File: src/rtl/renamePkg.sv
package renamePkg;
  // strobes from control to datapath, at most one set per cycle
  typedef struct packed {
    logic doRename;
    logic undoNewest;
    logic retireOldest;
  } ctrlStrobes_t;

  typedef enum logic [1:0] {
    WALK_IDLE,
    WALK_SQUASH,
    WALK_COMMIT
  } walkState_t;
endpackage

File: src/rtl/renameCtrl.sv
module renameCtrl
  import renamePkg::*;
#(
  parameter int SEQ_W = 8
) (
  input  logic             clk,
  input  logic             rst_n,
  input  logic             renameValid,
  input  logic             renameReuse,
  input  logic             squashValid,
  input  logic [SEQ_W-1:0] squashSeq,
  input  logic             commitValid,
  input  logic [SEQ_W-1:0] commitSeq,
  input  logic             histEmpty,
  input  logic             histFull,
  input  logic             freeEmpty,
  input  logic [SEQ_W-1:0] newestSeq,
  input  logic [SEQ_W-1:0] oldestSeq,
  output ctrlStrobes_t     strobes,
  output logic             renameGrant,
  output logic             busy
);
  walkState_t       state;
  logic [SEQ_W-1:0] tgtSeq;
  logic             idle;

  assign idle = (state == WALK_IDLE);
  assign busy = !idle;

  always_comb begin
    renameGrant = renameValid && idle && !squashValid && !commitValid &&
                  !histFull && (renameReuse || !freeEmpty);
    strobes.doRename     = renameGrant;
    strobes.undoNewest   = (state == WALK_SQUASH) && !histEmpty && (newestSeq > tgtSeq);
    // a squash request in this cycle suppresses any retirement
    strobes.retireOldest = (state == WALK_COMMIT) && !squashValid && !histEmpty &&
                           (oldestSeq <= tgtSeq);
  end

  always_ff @(posedge clk or negedge rst_n) begin
    if (!rst_n) begin
      state  <= WALK_IDLE;
      tgtSeq <= '0;
    end else if (squashValid && state != WALK_SQUASH) begin
      state  <= WALK_SQUASH;
      tgtSeq <= squashSeq;
    end else if (state == WALK_SQUASH && !strobes.undoNewest) begin
      state <= WALK_IDLE;
    end else if (state == WALK_COMMIT && !strobes.retireOldest) begin
      state <= WALK_IDLE;
    end else if (idle && commitValid) begin
      state  <= WALK_COMMIT;
      tgtSeq <= commitSeq;
    end
  end
endmodule

File: src/rtl/renameData.sv
module renameData
  import renamePkg::*;
#(
  parameter int ARCH_REGS  = 8,
  parameter int PHYS_REGS  = 16,
  parameter int HIST_DEPTH = 16,
  parameter int SEQ_W      = 8,
  localparam int AW  = $clog2(ARCH_REGS),
  localparam int PW  = $clog2(PHYS_REGS),
  localparam int FCW = $clog2(PHYS_REGS + 1)
) (
  input  logic             clk,
  input  logic             rst_n,
  input  ctrlStrobes_t     strobes,
  input  logic [AW-1:0]    renameArch,
  input  logic [SEQ_W-1:0] renameSeq,
  input  logic             renameReuse,
  input  logic [AW-1:0]    srcArch,
  output logic [PW-1:0]    srcPhys,
  output logic [PW-1:0]    renameNewPhys,
  output logic [PW-1:0]    renamePrevPhys,
  output logic [FCW-1:0]   freeCount,
  output logic             histEmpty,
  output logic             histFull,
  output logic             freeEmpty,
  output logic [SEQ_W-1:0] newestSeq,
  output logic [SEQ_W-1:0] oldestSeq
);
  localparam int HW        = $clog2(HIST_DEPTH);
  localparam int HCW       = $clog2(HIST_DEPTH + 1);
  localparam int FREE_INIT = PHYS_REGS - ARCH_REGS;

  typedef struct packed {
    logic [SEQ_W-1:0] seq;
    logic [AW-1:0]    arch;
    logic [PW-1:0]    newPhys;
    logic [PW-1:0]    prevPhys;
  } histEntry_t;

  logic [PW-1:0]  mapTable [ARCH_REGS];
  logic [PW-1:0]  freeMem  [PHYS_REGS];
  logic [PW-1:0]  freeHead, freeTail;
  logic [FCW-1:0] freeCnt;
  histEntry_t     histMem  [HIST_DEPTH];
  logic [HW-1:0]  histHead, histTail, newestIdx;
  logic [HCW-1:0] histCnt;
  histEntry_t     newest, oldest;
  logic           pushEn, popEn, undoRestore;
  logic [PW-1:0]  pushReg;

  function automatic logic [PW-1:0] nextFree(input logic [PW-1:0] p);
    return (p == PW'(PHYS_REGS - 1)) ? '0 : p + 1'b1;
  endfunction

  function automatic logic [HW-1:0] nextHist(input logic [HW-1:0] p);
    return (p == HW'(HIST_DEPTH - 1)) ? '0 : p + 1'b1;
  endfunction

  assign newestIdx = (histTail == '0) ? HW'(HIST_DEPTH - 1) : histTail - 1'b1;
  assign newest    = histMem[newestIdx];
  assign oldest    = histMem[histHead];
  assign newestSeq = newest.seq;
  assign oldestSeq = oldest.seq;
  assign histEmpty = (histCnt == '0);
  assign histFull  = (histCnt == HCW'(HIST_DEPTH));
  assign freeEmpty = (freeCnt == '0);
  assign freeCount = freeCnt;

  assign srcPhys        = mapTable[srcArch];
  assign renamePrevPhys = mapTable[renameArch];
  assign renameNewPhys  = renameReuse ? renamePrevPhys : freeMem[freeHead];

  always_comb begin
    undoRestore = strobes.undoNewest && (newest.newPhys != newest.prevPhys);
    pushEn      = 1'b0;
    pushReg     = '0;
    if (undoRestore) begin
      pushEn  = 1'b1;
      pushReg = newest.newPhys;
    end else if (strobes.retireOldest && (oldest.newPhys != oldest.prevPhys)) begin
      pushEn  = 1'b1;
      pushReg = oldest.prevPhys;
    end
    popEn = strobes.doRename && !renameReuse;
  end

  always_ff @(posedge clk or negedge rst_n) begin
    if (!rst_n) begin
      for (int i = 0; i < ARCH_REGS; i++) mapTable[i] <= PW'(i);
      for (int i = 0; i < PHYS_REGS; i++)
        freeMem[i] <= (i < FREE_INIT) ? PW'(i + ARCH_REGS) : '0;
      freeHead <= '0;
      freeTail <= PW'(FREE_INIT);
      freeCnt  <= FCW'(FREE_INIT);
      histHead <= '0;
      histTail <= '0;
      histCnt  <= '0;
    end else begin
      if (strobes.doRename)  mapTable[renameArch]  <= renameNewPhys;
      else if (undoRestore)  mapTable[newest.arch] <= newest.prevPhys;
      if (popEn) freeHead <= nextFree(freeHead);
      if (pushEn) begin
        freeMem[freeTail] <= pushReg;
        freeTail          <= nextFree(freeTail);
      end
      freeCnt <= freeCnt + FCW'(pushEn) - FCW'(popEn);
      if (strobes.doRename) begin
        histTail <= nextHist(histTail);
        histCnt  <= histCnt + 1'b1;
      end else if (strobes.undoNewest) begin
        histTail <= newestIdx;
        histCnt  <= histCnt - 1'b1;
      end else if (strobes.retireOldest) begin
        histHead <= nextHist(histHead);
        histCnt  <= histCnt - 1'b1;
      end
    end
  end

  always_ff @(posedge clk) begin
    if (strobes.doRename)
      histMem[histTail] <= '{seq: renameSeq, arch: renameArch,
                             newPhys: renameNewPhys, prevPhys: renamePrevPhys};
  end
endmodule

File: src/rtl/renameMapUnit.sv
module renameMapUnit
  import renamePkg::*;
#(
  parameter int ARCH_REGS  = 8,
  parameter int PHYS_REGS  = 16,
  parameter int HIST_DEPTH = 16,
  parameter int SEQ_W      = 8,
  localparam int AW  = $clog2(ARCH_REGS),
  localparam int PW  = $clog2(PHYS_REGS),
  localparam int FCW = $clog2(PHYS_REGS + 1)
) (
  input  logic             clk,
  input  logic             rst_n,
  input  logic             renameValid,
  input  logic             renameReuse,
  input  logic [AW-1:0]    renameArch,
  input  logic [SEQ_W-1:0] renameSeq,
  output logic             renameGrant,
  output logic [PW-1:0]    renameNewPhys,
  output logic [PW-1:0]    renamePrevPhys,
  input  logic [AW-1:0]    srcArch,
  output logic [PW-1:0]    srcPhys,
  input  logic             squashValid,
  input  logic [SEQ_W-1:0] squashSeq,
  input  logic             commitValid,
  input  logic [SEQ_W-1:0] commitSeq,
  output logic             busy,
  output logic [FCW-1:0]   freeCount
);
  ctrlStrobes_t     strobes;
  logic             histEmpty, histFull, freeEmpty;
  logic [SEQ_W-1:0] newestSeq, oldestSeq;

  renameCtrl #(.SEQ_W(SEQ_W)) u_ctrl (
    .clk(clk), .rst_n(rst_n),
    .renameValid(renameValid), .renameReuse(renameReuse),
    .squashValid(squashValid), .squashSeq(squashSeq),
    .commitValid(commitValid), .commitSeq(commitSeq),
    .histEmpty(histEmpty), .histFull(histFull), .freeEmpty(freeEmpty),
    .newestSeq(newestSeq), .oldestSeq(oldestSeq),
    .strobes(strobes), .renameGrant(renameGrant), .busy(busy)
  );

  renameData #(
    .ARCH_REGS(ARCH_REGS), .PHYS_REGS(PHYS_REGS),
    .HIST_DEPTH(HIST_DEPTH), .SEQ_W(SEQ_W)
  ) u_data (
    .clk(clk), .rst_n(rst_n), .strobes(strobes),
    .renameArch(renameArch), .renameSeq(renameSeq), .renameReuse(renameReuse),
    .srcArch(srcArch), .srcPhys(srcPhys),
    .renameNewPhys(renameNewPhys), .renamePrevPhys(renamePrevPhys),
    .freeCount(freeCount), .histEmpty(histEmpty), .histFull(histFull),
    .freeEmpty(freeEmpty), .newestSeq(newestSeq), .oldestSeq(oldestSeq)
  );
endmodule

File: config.mk
export PLATFORM = sky130hd
export DESIGN_NAME = renameMapUnit
export DESIGN_NICKNAME = d
export VERILOG_FILES = /design/src/rtl/renamePkg.sv /design/src/rtl/renameCtrl.sv /design/src/rtl/renameData.sv /design/src/rtl/renameMapUnit.sv
export SDC_FILE = /design/constraint.sdc
export NUM_CORES = 1
export LEC_CHECK = 0
export BUFFER_PORTS_ARGS = -buffer_cell sky130_fd_sc_hd__buf_2
export CAP_MARGIN = 40
export CORE_MARGIN = 5
export CORE_UTILIZATION = 60
export CTS_CLUSTER_DIAMETER = 100
export DETAILED_ROUTE_END_ITERATION = 10
export HOLD_SLACK_MARGIN = 0.05
export PLACE_DENSITY = 0.74
export SLEW_MARGIN = 20
export SYNTH_ARGS = -nofsm -noshare
export SYNTH_HDL_FRONTEND = slang
export SYNTH_SLANG_ARGS = --single-unit
export TNS_END_PERCENT = 10
File: constraint.sdc
create_clock -name clk -period 12.85 [get_ports clk]
set_clock_uncertainty 0.1 [all_clocks]
set_input_delay 0.6425 -clock clk [delete_from_list [all_inputs] [get_ports clk]]
set_output_delay 0.6425 -clock clk [all_outputs]
set_load 0.005 [all_outputs]
# After elaboration in Yosys (flattened, before gate mapping)

Memories as Yosys holds them, arrays and structs flattened.
Index checks and enable logic that the tools add are counted.

Register bits after elaboration: 132
Memory bits (writable): 304
Bits of input ports: 36
Output and inout bits: 19
Word-level logic and storage cells: 157
Memories: 1

Memories:

| name           | words | bits a word | read ports | clocked after Yosys merged registers in | wr ports | RTL line         | source |
|---|---|---|---|---|---|---|---|
| u_data.histMem | 16    | 19          | 2          | 0                                       | 1        | renameData.sv:44 | `histEntry_t histMem [HIST_DEPTH];` |

Add/subtract/negate cells: 9
$lt $le $gt $ge: 10
Eq/ne operators: 12
Muxes and demuxes: 45
Bitwise operators: 7
Reductions and logical operators: 41

Operators with widths:

| kind                                               | number |
|---|---|
| two-way mux 4 bit                                  | 19 |
| bitwise mux 32 bit                                 | 2 |
| bitwise mux 64 bit                                 | 1 |
| two-way mux 32 bit                                 | 2 |
| two-way mux 8 bit                                  | 4 |
| binary-select mux 4 bit (select 3 bit)             | 2 |
| demux 4 bit (select 3 bit)                         | 2 |
| logical AND 1 bit                                  | 20 |
| adder 4 x 1 -> 4 bit, second input constant        | 4 |
| binary-select mux 4 bit (select 4 bit)             | 1 |
| demux 4 bit (select 4 bit)                         | 1 |
| == test 4 bit, second input constant               | 4 |
| two-way mux 5 bit                                  | 3 |
| >= comparator 4 bit, second input constant         | 3 |
| inverter 3 -> 4 bit                                | 3 |
| >= comparator 5 bit, second input constant         | 2 |
| zero test 5 bit                                    | 2 |
| inverter 4 -> 5 bit                                | 2 |
| zero test 1 bit                                    | 9 |
| > comparator 8 bit                                 | 1 |
| less-or-equal comparator 8 bit                     | 1 |
| < comparator 4 x 1 -> 1 bit, second input constant | 2 |
| two-way mux 2 bit                                  | 4 |
| != test 4 bit                                      | 2 |
| 19 further kinds                                   | 28 |

# Depth between registers and ports, before layout

Gate-level depths: netlist of the first run.
An unclocked memory read counts as a cell.

Depth after elaboration: 11
Gate-level depth with buffers: 31
Gate-level depth less buffers: 23

# By module

Synthesis of the first run repeated with hierarchy kept, for this count alone.

Cell total of the unflattened synthesis: 1343
Area total of the unflattened synthesis: 21677.0 um2

Modules (own cells, without submodules):

| module     | times used | cells each | area an instance (um2) | sequential area each (um2) |
|---|---|---|---|---|
| renameData | 1          | 1240       | 20733.6                | 12224.2 |
| renameCtrl | 1          | 103        | 943.4                  | 250.2 |

# Least setup slack after synthesis of the first run

No wires, ideal clock.

Path type: register to register
Start point: register u_data.histTail[0]
End point: register u_data.freeCnt[4] (netlist: u_data.freeCount[4])
Setup time: 0.123 ns
Arrival time: 6.957 ns
Required time: 12.627 ns
Path slack: 5.670 ns
Stages on the path, launching flop included: 30
Path buffers: 9
Clock period less this slack: 7.180 ns
Path through: dfrtp_1 -> clkbuf_1 -> inv_1 -> ha_1 -> clkbuf_1 -> clkbuf_1 -> clkbuf_1 -> buf_1 -> clkbuf_1 -> clkbuf_1 -> mux4_2 -> nand2_1 -> a31oi_1 -> ha_1 -> nor2b_1 -> o21a_1 -> o21ai_0 -> a21oi_1 -> o31ai_1 -> inv_1 -> o31ai_2 -> buf_4 -> buf_12 -> nand2_1 -> ha_1 -> fa_1 -> a21oi_1 -> nor2_1 -> nor2_1 -> xnor2_1

Longest elaborated chain between the ends: 9
Elaborated cells on any way between the ends: 11
Classes of those cells: add/sub (3); order compare (1); eq/ne (1); mux (2); reduce/logical (3); memory (1)

RTL lines:

| element                                                             | RTL line          | source |
|---|---|---|
| start: declaration                                                  | renameData.sv:45  | `logic [HW-1:0] histHead, histTail, newestIdx;` |
| start signal: assignment                                            | renameData.sv:108 | `histTail <= nextHist(histTail);` |
| start signal: assignment                                            | renameData.sv:111 | `histTail <= newestIdx;` |
| subtractor 4 x 1 -> 4 bit / zero test 4 bit (equally long branches) | renameData.sv:59  | `assign newestIdx = (histTail == '0) ? HW'(HIST_DEPTH - 1) : histTail - 1'b1;` |
| two-way mux 4 bit *                                                 | renameData.sv:59  |  |
| memory (16 x 19 bit) *                                              | --                |  |
| > comparator 8 bit                                                  | renameCtrl.sv:34  | `strobes.undoNewest = (state == WALK_SQUASH) && !histEmpty && (newestSeq > tgtSeq);` |
| logical AND 1 bit                                                   | renameCtrl.sv:34  |  |
| logical AND 1 bit *                                                 | renameData.sv:74  | `undoRestore = strobes.undoNewest && (newest.newPhys != newest.prevPhys);` |
| two-way mux 1 bit *                                                 | renameData.sv:77  | `if (undoRestore) begin` |
| named net u_data.pushEn                                             | renameData.sv:48  | `logic pushEn, popEn, undoRestore;` |
| adder 5 x 1 -> 5 bit *                                              | renameData.sv:106 | `freeCnt <= freeCnt + FCW'(pushEn) - FCW'(popEn);` |
| subtractor 5 x 1 -> 5 bit *                                         | renameData.sv:106 |  |
| end signal: assignment                                              | renameData.sv:94  | `freeCnt <= FCW'(FREE_INIT);` |
| end signal: assignment                                              | renameData.sv:106 |  |
| end: declaration                                                    | renameData.sv:43  | `logic [FCW-1:0] freeCnt;` |

Mark *: on every way through the listed nets, which the timed path passes. The rest lies on a longest branch.
A chain may end at the register's enable or synchronous reset.

# Worst setup path after layout of the first run

Ends and elaborated chain as after synthesis.

==> results of run 1 <==
## per-stage QoR
| step | std cells | util, % | instance area [um2] |
|---|---|---|---|
| after floorplan | 1315 | - | 21700 |
| final | 1881 | 67.8 | 24100 |
| after global routing | 1881 | 67.8 | 24100 |
| after detailed placement | 1794 | 63.6 | 22600 |
| after CTS | 1877 | 67.7 | 24100 |
| after global placement | 1788 | 63.2 | 22500 |
## kinds of logic after synthesis
kind of cell               after synthesis  share of synthesized area, %
DFF                                    436                          57.6
buffers and inverters                  110                          2.30
muxes                                  285                          24.6
adders and majority gates               38                          2.26
AOI/OAI and AO/OA                      199                          7.34
and+or+nand+nor                        227                          5.03
xor gates and xnor gates                20                         0.843
## flip-flops by register name (all words and copies together) (netlist names)
register and cells:
u_data.freeHead 4, u_data.freeTail 4, u_data.freeCount 5, u_ctrl.state 2
u_data.histHead 4, u_data.freeMem 64, u_data.histMem 304, u_data.histCnt 5
u_data.mapTable 32, u_ctrl.tgtSeq 8, u_data.histTail 4
## layout make-up
| cell class | instances | area (um2) |
|---|---|---|
| diodes | 1 | 2.50 |
| multi-input cells | 769 | 8770 |
| clock inverters | 26 | 206 |
| fillers | 2349 | 11400 |
| flip-flops and latches | 436 | 12500 |
| well taps | 461 | 577 |
| inverters | 31 | 116 |
| clock buffers | 56 | 1240 |
| repair buffers | 101 | 736 |
## cells in the final DEF (no fill, tap or decap), types with 5 or more instances in the layout
| cell type | synthesis | routed |
|---|---|---|
| a211oi_1 | 15 | 15 |
| a21o_1 | 15 | 15 |
| a21oi_1 | 24 | 24 |
| a21oi_4 | 7 | 7 |
| a221o_1 | 19 | 19 |
| a22o_1 | 19 | 19 |
| a22oi_1 | 14 | 14 |
| a31oi_1 | 15 | 15 |
| and2_1 | 20 | 20 |
| buf_2 | 12 | 53 |
| buf_4 | 2 | 39 |
| clkbuf_1 | 44 | 7 |
| clkbuf_16 | 0 | 48 |
| clkinv_1 | 1 | 8 |
| clkinv_2 | 0 | 13 |
| dfrtp_1 | 98 | 96 |
| dfstp_2 | 34 | 34 |
| edfxtp_1 | 304 | 304 |
| ha_1 | 36 | 35 |
| inv_1 | 30 | 30 |
| mux2_2 | 55 | 55 |
| mux2_4 | 28 | 28 |
| mux2i_1 | 20 | 20 |
| mux4_2 | 182 | 182 |
| nand2_1 | 68 | 68 |
| nand2b_1 | 5 | 5 |
| nand3_1 | 16 | 16 |
| nand4_1 | 7 | 7 |
| nor2_1 | 61 | 48 |
| nor2_2 | 2 | 15 |
| nor2b_1 | 15 | 15 |
| nor3_1 | 15 | 12 |
| o211ai_1 | 6 | 6 |
| o21a_1 | 5 | 5 |
| o21ai_0 | 26 | 25 |
| xnor2_1 | 13 | 13 |
| xor2_1 | 6 | 6 |
## how the worst min path moves through the flow
stage / startpoint / end / slack [ns] / cells past startpoint
after global routing: squashValid / u_ctrl.state[1]$_DFFE_PN0P_ / 0.20 / 2
after global placement: u_ctrl.tgtSeq[5]$_DFFE_PN0P_ / u_ctrl.tgtSeq[5]$_DFFE_PN0P_ / 0.37 / 2
final: squashValid / u_ctrl.state[1]$_DFFE_PN0P_ / 0.19 / 2
after CTS: squashValid / u_ctrl.state[1]$_DFFE_PN0P_ / 0.16 / 2
after floorplan: rst_n / u_ctrl.state[0]$_DFFE_PN0P_ / 0.25 / 0
after detailed placement: u_ctrl.tgtSeq[7]$_DFFE_PN0P_ / u_ctrl.tgtSeq[7]$_DFFE_PN0P_ / 0.37 / 2
## metal layers
layer  share of wire [%]  vias up
li1                    -     5450
met1                  40     6850
met2                  47      730
met3                 9.4      120
met4                 3.4        2
met5               0.024        -
## critical path: cells and delay by family (launching register included)
kind / cells / cell delay [ns]
xor+xnor: 1 / 0.13
compound gates: 8 / 1.28
buf+inv: 4 / 1.02
mux: 1 / 0.58
fa+ha+maj: 4 / 1.19
flops: 1 / 0.52
simple gates: 7 / 1.48
## power by group
part           internal (mW)  switching (mW)  total, mW
sequential              1.77           0.193       1.97
clock                  0.746           0.545       1.29
combinational           1.32            1.67       2.98
total                   3.83            2.41       6.24
==> impl_metrics.csv, run 1 <==
group,metric,value,unit
sta,fin_setup_tns,0,ns
yosys,synth_cell_type_count,73,
sta,worst_hold_slack,0.192,ns
yosys,synth_seq_area_share,57.6,%
placement,gp_congestion,0.866,
grt,number_of_antenna_violations_at_the_first_check_in_global_routing,2,
power,p_total,6.24,mW
yosys,syn-num-nets,1389,
sta,fmax,155,MHz
yosys,netlist_instances,1315,
yosys,synth_ff_type,"edfxtp_1",
route,routed_wire_length_per_instance,28.5,um
die,core-area,35600,um2
sta,slew_hr,42.1,%
sta,final_period_minus_worst_setup_slack,6.46,ns
setup_path,worst_path_max_fanout,33,
setup_path,timing.critical_path.to_type,"register",
route,first_iter_violations,1452,
route,drtPass1Iterations,6,
yosys,async_flop_share,30.3,%
sta,final_hold_viol_count,0,
setup_path,critical_path.reg2reg.endpoint,"u_data.freeCount[4]$_DFF_PN0_",
placement,place_hpwl,34100,um
grt,busiest_layer,"met2",
die,num_ports,55,
placement,dpl_worst_slack,6.50,ns
setup_path,worstSetupPathType,"register to register",
die,die_h,200,um
clock_tree,cts_tree,"done",
yosys,netlist_area,21700,um2
die,num_rows,69,
sta,setup_ws,6.39,ns
power,pwr_density_cell,259,nW/um2
setup_path,crit_required,13.23,ns
setup_path,crit_path_to,"u_data.freeCount[4]$_DFF_PN0_",
worst_hold_path,hold_class,"input pin to register",
clock_tree,cts_max_path_buffers,3,
cells_and_area,areaGrowthSynthToFinish,11.4,%
route,dr_total_vias,13200,
yosys,synth.cells.most_frequent,"edfxtp_1 (304), mux4_2 (182), dfrtp_1 (98)",
grt,globalRouteMet3Util,6.92,%
setup_path,crit_path_start,"u_data.histTail[0]$_DFFE_PN0P_",
grt,global_route.usage.met1,38.8,%
route,drc,0,
yosys,synth_enable_flop_cells,304,
yosys,netlist.area_leader.share,42.1,%
clock_tree,clock-sinks,436,
route,route.detailed.vias_per_inst,6.99,
grt,grt_util_all_layers,27.5,%
sta,rsz0062_at_grt,"no",
clock_tree,cts.reportedPaths.clkPinSlew,0.06,ns
die,die_w,200,um
die,initial_core_util,60.9,%
yosys,cells_taking_the_most_area_after_synthesis,"edfxtp_1 (42%), mux4_2 (19%), dfrtp_1 (11%)",
setup_path,setup_slack_of_the_most_critical_reg_to_reg_path,6.39,ns
clock_tree,clock_latency,0.59,ns
clock_tree,postCtsHoldBufs,1,
sta,tightestPinTransition,0.868,ns
power,vdd_drop_max,0.168,mV
cells_and_area,number_of_nets_in_the_final_layout,1459,
outcome,status,"complete, no violations",
clock_tree,cts-resized-gates,0,
clock_tree,htreeDepth,2,
yosys,yosysWarnings,0,
grt,grt_start_max_net_pins,59,
setup_path,timing.critical_path.slowest_stage_cell,"and2_4",
power,leakagePower,8.54,nW
sta,final_min_period_over_clock_period,50.3,%
setup_path,worstPathArrival,6.84,ns
yosys,yosysTopAreaCell,"edfxtp_1",
cells_and_area,drive_gt1_share,36.8,%
setup_path,worst_r2r_startpoint,"u_data.histTail[0]$_DFFE_PN0P_",
setup_path,max_stage_delay,0.60,ns
yosys,synth.ff_latch_count,436,
job,maxCapViolations,0,
route,detail-route-antenna-nets,0,
sta,setup_viol,0,
die,die-area,40000,um2
route,wirelength,53600,um
grt,vias_in_the_first_global_route,13200,
setup_path,sort_of_element_at_the_start_of_the_critical_path,"register",
setup_path,worstRegToRegCells,25,
clock_tree,post_cts_buffers,0,
placement,buffer_ports.inserted,54,
sta,final-max-slew-violation-count,0,
grt,grt_use_met2,43.1,%
clock_tree,clockRootBuffer,"clkbuf_16",
clock_tree,cts_inserted_buffers,46,
yosys,syn-mean-instance-area,16.5,um2
grt,grt_total_ovfl,0,
grt,grt_first_pass_wirelength,81600,um
yosys,synth_most_common_cell,"edfxtp_1",
No activity file was read; power rests on OpenSTA's default activity.
==> run 2: changes to the inputs <==
- clock period: 12.85 -> 6.07 ns (I/O delays scaled with it)
==> run 2 against run 1 <==
  * Sequential power increased by 110%
  * Critical endpoint is now u_data.freeMem[43]$_DFFE_PN1P_
  * Worst hold slack got worse by 0.11 ns
  * Power up 110%
  * Setup slack worse by 5.8 ns
  * Utilization rose by 0.72 points
==> impl_metrics.csv, run 2 (synthesis results as in run 1) <==
group,metric,value,unit
outcome,status,"complete, no violations",
grt,grt_start_max_net_pins,59,
cells_and_area,top_regs,"u_data.histMem x304, u_data.freeMem x64, u_data.mapTable x32",
clock_tree,post_cts_buffers,0,
setup_path,setup_slack_of_the_most_critical_reg_to_reg_path,0.54,ns
setup_path,crit_path_start,"u_data.histTail[1]$_DFFE_PN0P_",
placement,dpl_worst_slack,0.508,ns
grt,grt_util_all_layers,27.8,%
cells_and_area,top_register,"u_data.histMem",
cells_and_area,finish.instance_area,24400,um2
placement,gp_congestion,0.862,
cells_and_area,areaGrowthSynthToFinish,12.6,%
grt,number_of_antenna_violations_at_the_first_check_in_global_routing,0,
sta,setup_viol,0,
setup_path,crit_required,6.48,ns
cells_and_area,drive_gt1_share,35.6,%
die,die-area,40000,um2
setup_path,timing.critical_path.to_type,"register",
power,vdd_drop_max,0.409,mV
setup_path,critical_path.reg2reg.endpoint,"u_data.freeMem[43]$_DFFE_PN1P_",
route,detail-route-antenna-nets,0,
grt,grt_total_ovfl,0,
route,route.detailed.vias_per_inst,6.96,
grt,grt_first_pass_wirelength,83300,um
clock_tree,cts_max_path_buffers,3,
route,routed_wire_length_per_instance,28.6,um
die,core-area,35600,um2
setup_path,worstRegToRegCells,19,
clock_tree,htreeDepth,2,
clock_tree,cts.reportedPaths.clkPinSlew,0.06,ns
setup_path,sort_of_element_at_the_start_of_the_critical_path,"register",
route,drtPass1Iterations,5,
sta,tightestPinTransition,0.856,ns
power,leakagePower,8.64,nW
cells_and_area,largest_register_ffs,304,
sta,final_min_period_over_clock_period,91.1,%
placement,buffer_ports.inserted,54,
route,dr_total_vias,13400,
grt,vias_in_the_first_global_route,13500,
setup_path,crit_path_to,"u_data.freeMem[43]$_DFFE_PN1P_",
clock_tree,cts_tree,"done",
die,num_rows,69,
die,die_h,200,um
die,die_w,200,um
sta,rsz0062_at_grt,"no",
die,num_ports,55,
die,initial_core_util,60.9,%
setup_path,worstSetupPathType,"register to register",
setup_path,worst_r2r_startpoint,"u_data.histTail[1]$_DFFE_PN0P_",
setup_path,worstPathArrival,5.94,ns
sta,final_hold_viol_count,0,
clock_tree,clock_latency,0.60,ns
sta,final_period_minus_worst_setup_slack,5.53,ns
cells_and_area,most-common-layout-cells,"edfxtp_1 (304), mux4_2 (182), dfrtp_1 (96)",
placement,place_hpwl,34800,um
route,drc,0,
route,wirelength,55000,um
clock_tree,clockRootBuffer,"clkbuf_16",
job,maxCapViolations,0,
cells_and_area,number_of_nets_in_the_final_layout,1495,
sta,setup_ws,0.539,ns
route,first_iter_violations,1765,
cells_and_area,final_common_cell,"edfxtp_1",
placement,placed_instance_area,22700,um2
clock_tree,cts_inserted_buffers,46,
sta,final-max-slew-violation-count,0,
sta,fin_setup_tns,0,ns
clock_tree,clock-sinks,436,
clock_tree,cts-resized-gates,0,
sta,fmax,181,MHz
worst_hold_path,hold_class,"input pin to asynchronous set/reset pin",
power,pwr_density_cell,541,nW/um2
setup_path,worst_path_max_fanout,25,
sta,slew_hr,42.9,%
run 2: cell types whose count changed in the layout (fill, tap and decap cells not counted), moves of 2 or more:
cell / before / now
buf_8: 1 / 3
buf_16: 4 / 2
clkbuf_16: 48 / 46
dlygate4sd3_1: 1 / 28
clkbuf_1: 7 / 19
clkinv_2: 13 / 6
clkinv_1: 8 / 10
buf_4: 39 / 47
run 2: metrics by stage:
| stage | hold WS [ns] | power [mW] | utilization, % | cells |
|---|---|---|---|---|
| 4_1_cts | 0.0637 | 13.2 | 68.4 | 1917 |
| 5_1_grt | 0.100 | 13.9 | 68.5 | 1920 |
| 2_1_floorplan | -0.0921 | 8.79 | - | 1315 |
| 6_report | 0.0807 | 13.2 | 68.5 | 1921 |
| 3_3_place_gp | 0.365 | 10.3 | 63.5 | 1798 |
| 3_5_place_dp | 0.138 | 10.5 | 63.7 | 1803 |
run 2: power breakdown:
part | internal [mW] | total [mW] | switching (mW)
registers | 3.75 | 4.17 | 0.417
logic | 2.80 | 6.39 | 3.59
clock network | 1.49 | 2.64 | 1.15
total | 8.04 | 13.2 | 5.16
run 2: critical path, stage by stage, from the launching register on:
cell       delay, ns
dfrtp_1         0.47
inv_1           0.16
ha_4            0.20
or3b_4          0.25
and2_4          0.50
buf_4           0.34
mux4_2          0.53
and2_1          0.17
a211oi_1        0.21
a31oi_1         0.08
ha_1            0.29
nand4_1         0.12
nor2_1          0.06
nor3_1          0.28
o31ai_4         0.13
inv_1           0.20
o31ai_4         0.11
buf_4           0.26
o2bb2ai_2       0.67
mux2_2          0.30
run 2: worst min path at each step:
| stage | startpoint | end | slack (ns) |
|---|---|---|---|
| global placement | u_ctrl.tgtSeq[5]$_DFFE_PN0P_ | u_ctrl.tgtSeq[5]$_DFFE_PN0P_ | 0.37 |
| finish | rst_n | u_ctrl.tgtSeq[5]$_DFFE_PN0P_ | 0.08 |
| CTS | rst_n | u_ctrl.tgtSeq[5]$_DFFE_PN0P_ | 0.06 |
| global route | rst_n | u_ctrl.tgtSeq[4]$_DFFE_PN0P_ | 0.10 |
| detailed placement | rst_n | u_ctrl.tgtSeq[5]$_DFFE_PN0P_ | 0.14 |
| floorplan | rst_n | u_ctrl.state[0]$_DFFE_PN0P_ | -0.09 |
run 2: area by class of cell:
cell class	count	area, um2
sequential	436	12500
fill	2294	11200
multi-input combinational	769	8770
clock buffer	65	1220
timing repair buffer	137	1050
tap	461	577
clock inverter	21	165
inverter	31	116
antenna	1	2.50
run 2: repair_timing:
action	4_1_cts	5_1_grt
hold endpoints to repair	207	0
hold buffers	28	0
setup endpoints to repair	0	0
run 2: routing by layer:
| metal | part of all wire (%) | vias up | track usage, % |
|---|---|---|---|
| met5 | 0.11 | - | 1.19 |
| met1 | 41 | 6998 | 40.6 |
| met2 | 47 | 733 | 42.8 |
| met3 | 9.4 | 96 | 6.51 |
| li1 | - | 5533 | - |
| met4 | 2.8 | 2 | 8.18 |
